`config.mk`:
```
export PLATFORM = sky130hd
export DESIGN_NAME = cs_flit_sorter
export DESIGN_NICKNAME = d
export VERILOG_FILES = /design/src/rtl/cs_flit_sorter.sv
export SDC_FILE = /design/constraint.sdc
export NUM_CORES = 1
export LEC_CHECK = 0
export ABC_AREA = 1
export BUFFER_PORTS_ARGS = -buffer_cell sky130_fd_sc_hd__buf_2
export CAP_MARGIN = 10
export CORE_ASPECT_RATIO = 2
export CORE_MARGIN = 2
export CORE_UTILIZATION = 48
export CTS_CLUSTER_SIZE = 40
export DETAILED_ROUTE_END_ITERATION = 10
export HOLD_SLACK_MARGIN = 0.1
export PLACE_DENSITY = 0.66
export SLEW_MARGIN = 10
export SYNTH_ARGS = -nofsm -noshare
export SYNTH_HDL_FRONTEND = slang
export SYNTH_SLANG_ARGS = --single-unit
```
`constraint.sdc`:
```
create_clock -name clk -period 3.9 [get_ports clk]
set_clock_uncertainty 0.2 [all_clocks]
set_input_delay 0.585 -clock clk [delete_from_list [all_inputs] [get_ports clk]]
set_output_delay 0.585 -clock clk [all_outputs]
set_load 0.01 [all_outputs]
```
`src/rtl/cs_flit_sorter.sv`:
```
`timescale 1ns/1ps
module cs_flit_sorter #(
  parameter int DATA_W    = 16,
  parameter int NUM_CIRC  = 4,
  parameter int PORT_W    = 3,
  parameter int BUF_DEPTH = 4,
  localparam int CID_W = (NUM_CIRC > 1) ? $clog2(NUM_CIRC) : 1,
  localparam int PTR_W = (BUF_DEPTH > 1) ? $clog2(BUF_DEPTH) : 1,
  localparam int CNT_W = $clog2(BUF_DEPTH + 1)
) (
  input  logic              clk,
  input  logic              rst_n,
  input  logic              in_valid,
  input  logic              in_circ,
  input  logic [CID_W-1:0]  in_cid,
  input  logic [DATA_W-1:0] in_data,
  input  logic              reconf_pulse,
  input  logic [CID_W-1:0]  reconf_cid,
  input  logic              setup_done,
  input  logic [CID_W-1:0]  setup_cid,
  input  logic [PORT_W-1:0] setup_port,
  output logic              byp_valid,
  output logic [CID_W-1:0]  byp_cid,
  output logic [PORT_W-1:0] byp_port,
  output logic [DATA_W-1:0] byp_data,
  output logic              pkt_valid,
  input  logic              pkt_ready,
  output logic [CID_W-1:0]  pkt_cid,
  output logic              pkt_tag,
  output logic [DATA_W-1:0] pkt_data,
  output logic              ovf
);
  localparam int ENT_W = DATA_W + CID_W + 1;
  localparam logic [CNT_W-1:0] FULL_CNT = CNT_W'(BUF_DEPTH);
  localparam logic [PTR_W-1:0] LAST_PTR = PTR_W'(BUF_DEPTH - 1);

  logic [NUM_CIRC-1:0] torn_q;
  logic [PORT_W-1:0]   port_q [NUM_CIRC];
  logic [ENT_W-1:0]    fifo_q [BUF_DEPTH];
  logic [PTR_W-1:0]    wr_ptr, rd_ptr;
  logic [CNT_W-1:0]    cnt_q;

  wire hit_torn = torn_q[in_cid];
  wire go_byp   = in_valid && in_circ && !hit_torn;
  wire go_buf   = in_valid && !go_byp;
  wire retag    = in_circ && hit_torn;
  wire pop      = pkt_valid && pkt_ready;
  wire full     = (cnt_q == FULL_CNT);
  wire push     = go_buf && (!full || pop);
  wire drop     = go_buf && full && !pop;

  genvar i;
  generate
    for (i = 0; i < NUM_CIRC; i++) begin : g_circ
      always_ff @(posedge clk) begin
        if (!rst_n) begin
          torn_q[i] <= 1'b0;
          port_q[i] <= '0;
        end else begin
          if (reconf_pulse && reconf_cid == CID_W'(i))
            torn_q[i] <= 1'b1;
          else if (setup_done && setup_cid == CID_W'(i))
            torn_q[i] <= 1'b0;
          if (setup_done && setup_cid == CID_W'(i))
            port_q[i] <= setup_port;
        end
      end
    end
  endgenerate

  always_ff @(posedge clk) begin
    if (!rst_n) begin
      byp_valid <= 1'b0;
      byp_cid   <= '0;
      byp_port  <= '0;
      byp_data  <= '0;
      ovf       <= 1'b0;
    end else begin
      byp_valid <= go_byp;
      ovf       <= drop;
      if (go_byp) begin
        byp_cid  <= in_cid;
        byp_port <= port_q[in_cid];
        byp_data <= in_data;
      end
    end
  end

  always_ff @(posedge clk) begin
    if (!rst_n) begin
      wr_ptr <= '0;
      rd_ptr <= '0;
      cnt_q  <= '0;
    end else begin
      if (push) wr_ptr <= (wr_ptr == LAST_PTR) ? '0 : wr_ptr + 1'b1;
      if (pop)  rd_ptr <= (rd_ptr == LAST_PTR) ? '0 : rd_ptr + 1'b1;
      if (push && !pop)      cnt_q <= cnt_q + 1'b1;
      else if (pop && !push) cnt_q <= cnt_q - 1'b1;
    end
  end

  always_ff @(posedge clk) begin
    if (push) fifo_q[wr_ptr] <= {retag, in_cid, in_data};
  end

  assign pkt_valid = (cnt_q != '0);
  assign {pkt_tag, pkt_cid, pkt_data} = fifo_q[rd_ptr];
endmodule

```
==> summary.txt <==
Finish
  – Area Overhead vs Synth: 21.83%
  – Final net count: 559
  – Fillers: 838
  – Ant. Diodes: 0
  – Finished Cell Area: 6026 um^2
  – Share of layout cells above drive strength 1: 24.77%

Clock network
  – CTS sink count: 124
  – Clk slew on worst S/H paths: 0.05 ns
  – Post-CTS sizing: 0
  – Inserted Clock Buffers: 17
  – CTS tree: built
  – Post-CTS Hold Buffers: 0
  – Root buffer cell: clkbuf_16
  – H-tree depth: 4
  – Clk buf depth: 2
  – Post-CTS Setup Bufs: 0
  – Clock latency on the worst-skew pair: 0.41 ns

Detailed routing
  – Remaining DRCs: 0
  – First-iteration detailed-routing DRC count: 163
  – Post-route ant nets: 0
  – Wire per inst: 16.01 um
  – Pre-antenna DRT Iters: 4
  – WL final: 10.70 mm
  – Via Count: 3393
  – Vias per cell: 5.079

Logic synthesis
  – Cells after Synth: 441
  – Top cell type's share of synthesized area: 53.43%
  – Largest family of logic cells by synthesized area: simple AND/OR/NAND/NOR gates
  – Xor and xnor area share after synthesis: 0.1771%
  – Post-Synth Adder-Cell Area: 1.923%
  – Post-synthesis mux area share: 0%
  – Mapped cell area: 4946 um^2
  – FFs w/ async S/R, synth: 0%
  – Sequential share of the synthesized area: 68.00%
  – Area contributors post-synth: edfxtp_1 (53%), dfxtp_1 (15%), nor2_1 (7.9%)
  – Synth warnings: 0
  – Synth area leader: edfxtp_1
  – Post-synth EDFFs: 88
  – Synthesized flop and latch total: 124
  – Yosys cell types: 29
  – Post-Synth Simple-Gate Area: 13.96%
  – Cell with the most instances after synthesis: nor2_1
  – Synth Flop Type: edfxtp_1
  – Synth Area per Inst: 11.22 um^2
  – Most frequent cells after synthesis: nor2_1 (104), edfxtp_1 (88), o21ai_0 (56)
  – Synthesized Nets: 480
  – Post-synthesis compound-gate area fraction: 10.73%

Setup path
  – CP endpoint kind: output pin
  – Reg2reg start: torn_q[3]$_SDFFE_PN0P_
  – Register-to-register path setup slack: 1.51 ns
  – Length in cells of the worst reg-to-reg path: 14
  – Worst Path Required: 3.12 ns
  – Setup Crit Path Kind: register to output pin
  – CP Launch Type: register
  – Worst R2R End: cnt_q[2]$_SDFFE_PN0P_
  – CP arrival: 2.19 ns
  – Crit Path Max Fanout: 39
  – CP Capture Point: pkt_tag

STA
  – TNS Setup: 0 ns
  – RSZ-0062 raised after global routing: no
  – Final worst slack: 0.9267 ns
  – Count of final setup violators: 0
  – Final worst path period share: 76.24%
  – Slew headroom: 49.82%
  – Final hold vios: 0
  – Slew Limit Fails: 0
  – Worst-Margin Slew: 0.7526 ns
  – Min Tclk post-route: 2.973 ns
  – Max Freq: 0.3363 GHz

Outcome
  – Status: complete, no violations

Die
  – Row count: 52
  – Initial core utilization: 49.04%
  – Die outline height: 147.6 um
  – Die area: 11180 um^2
  – Die Span X: 75.78 um
  – Core area: 10080 um^2
  – I/O Pins: 75

Global routing
  – First-pass GRT wire length: 16.87 mm
  – Vias in the first global route: 3400
  – Largest net degree at the start of global routing: 42
  – GRT Total Usage: 20.91%
  – GRT overflow: 0
  – Busiest grt layer: met2
  – Met3 layer usage reported by global route: 5.658%
  – Met1 usage in global routing: 21.03%
  – Initial antenna violation count: 0
  – Met2 GRT Util: 38.62%

Power and ir drop
  – Pwr dens: 664.8 nW/um^2
  – Pleak: 2.410 nW
  – Maximum vdd drop: 0.3488 mV

Placed design
  – Port buffer count: 74
  – DP Wirelength: 7.143 mm
  – Worst slack at placement: 0.9969 ns
  – DP Area: 5415 um^2
  – RD Place Congestion: 0.7712

Min path
  – Tightest Hold Check Type: input port to register

Run
  – Max-Cap Viols: 0
routing by layer:
layer / vias to the layer above / wire, um / share of wire, %
li1: 1677 / - / -
met1: 1618 / 3820 / 36
met2: 83 / 6296 / 59
met3: 15 / 408 / 3.8
met4: 0 / 172 / 1.6
met5: - / 0 / 0
registers in the layout (all words and copies together), names as in the netlist, named ones only:
| signal | cells |
|---|---|
| byp_port | 3 |
| cnt_q | 3 |
| ovf | 1 |
| byp_data | 16 |
| rd_ptr | 2 |
| wr_ptr | 2 |
| byp_valid | 1 |
| byp_cid | 2 |
| torn_q | 4 |
| port_q | 12 |
| fifo_q | 76 |
where the power goes:
part / switching (mW) / internal (mW) / total [mW]
combinational: 0.506 / 0.277 / 0.782
clock: 0.531 / 1.10 / 1.63
sequential: 0.0643 / 1.53 / 1.60
logic make-up after synthesis:
logic type | Yosys count
AO/OA/AOI/OAI | 98
XOR/XNOR | 1
adder cells (fa/ha/maj) | 7
buffers and inverters | 54
flip-flops | 124
AND/OR/NAND/NOR | 157
cell usage in the layout, fill, tap and decap left out, drive strengths merged, types with 2 or more instances in the layout:
master and n:
nand4 2, clkbuf 24, o21ai 73, nor3 4
a21oi 2, edfxtp 88, clkinv 4, o22ai 22
nor2 114, inv 34, nand3 12, ha 6
bufinv 4, buf 80, nand2 25, dfxtp 36
worst max-delay path: stages (launching register included):
cell and delay [ns]:
dfxtp_1 0.29, buf_4 0.24, inv_1 0.36, buf_4 0.34
o21ai_0 0.11, o22ai_1 0.23, buf_2 0.19
through the flow:
stage	utilization (%)	hold slack (ns)	power [mW]	instances
floorplan	-	0.2526	2.104	441
global placement	53.70	0.2617	2.395	636
detailed placement	53.70	0.2668	2.416	636
CTS	59.75	0.1997	4.037	668
global route	59.75	0.2045	4.186	668
finish	59.75	0.2042	4.006	668
worst min-delay path by stage:
stage	from	end	slack [ns]	cells after the start
global route	in_data[6]	fifo_q[0][6]$_DFFE_PP_	0.20	1
CTS	in_data[8]	fifo_q[1][8]$_DFFE_PP_	0.20	1
global placement	byp_data[6]$_SDFFE_PN0P_	byp_data[6]$_SDFFE_PN0P_	0.26	2
finish	in_data[8]	fifo_q[2][8]$_DFFE_PP_	0.20	1
detailed placement	byp_data[8]$_SDFFE_PN0P_	byp_data[8]$_SDFFE_PN0P_	0.27	2
floorplan	torn_q[1]$_SDFFE_PN0P_	torn_q[1]$_SDFFE_PN0P_	0.25	2
cell type report:
| class | count | area (um^2) | area share, % |
|---|---|---|---|
| clock buffers | 24 | 471.7 | 7.828 |
| clock inverters | 8 | 138.9 | 2.305 |
| inverters | 34 | 132.6 | 2.201 |
| multi-input cells | 263 | 1335 | 22.16 |
| flip-flops and latches | 124 | 3363 | 55.81 |
| well taps | 135 | 168.9 | 2.803 |
| repair buffers | 80 | 415.4 | 6.894 |
Power figures use the tool's default switching activity.
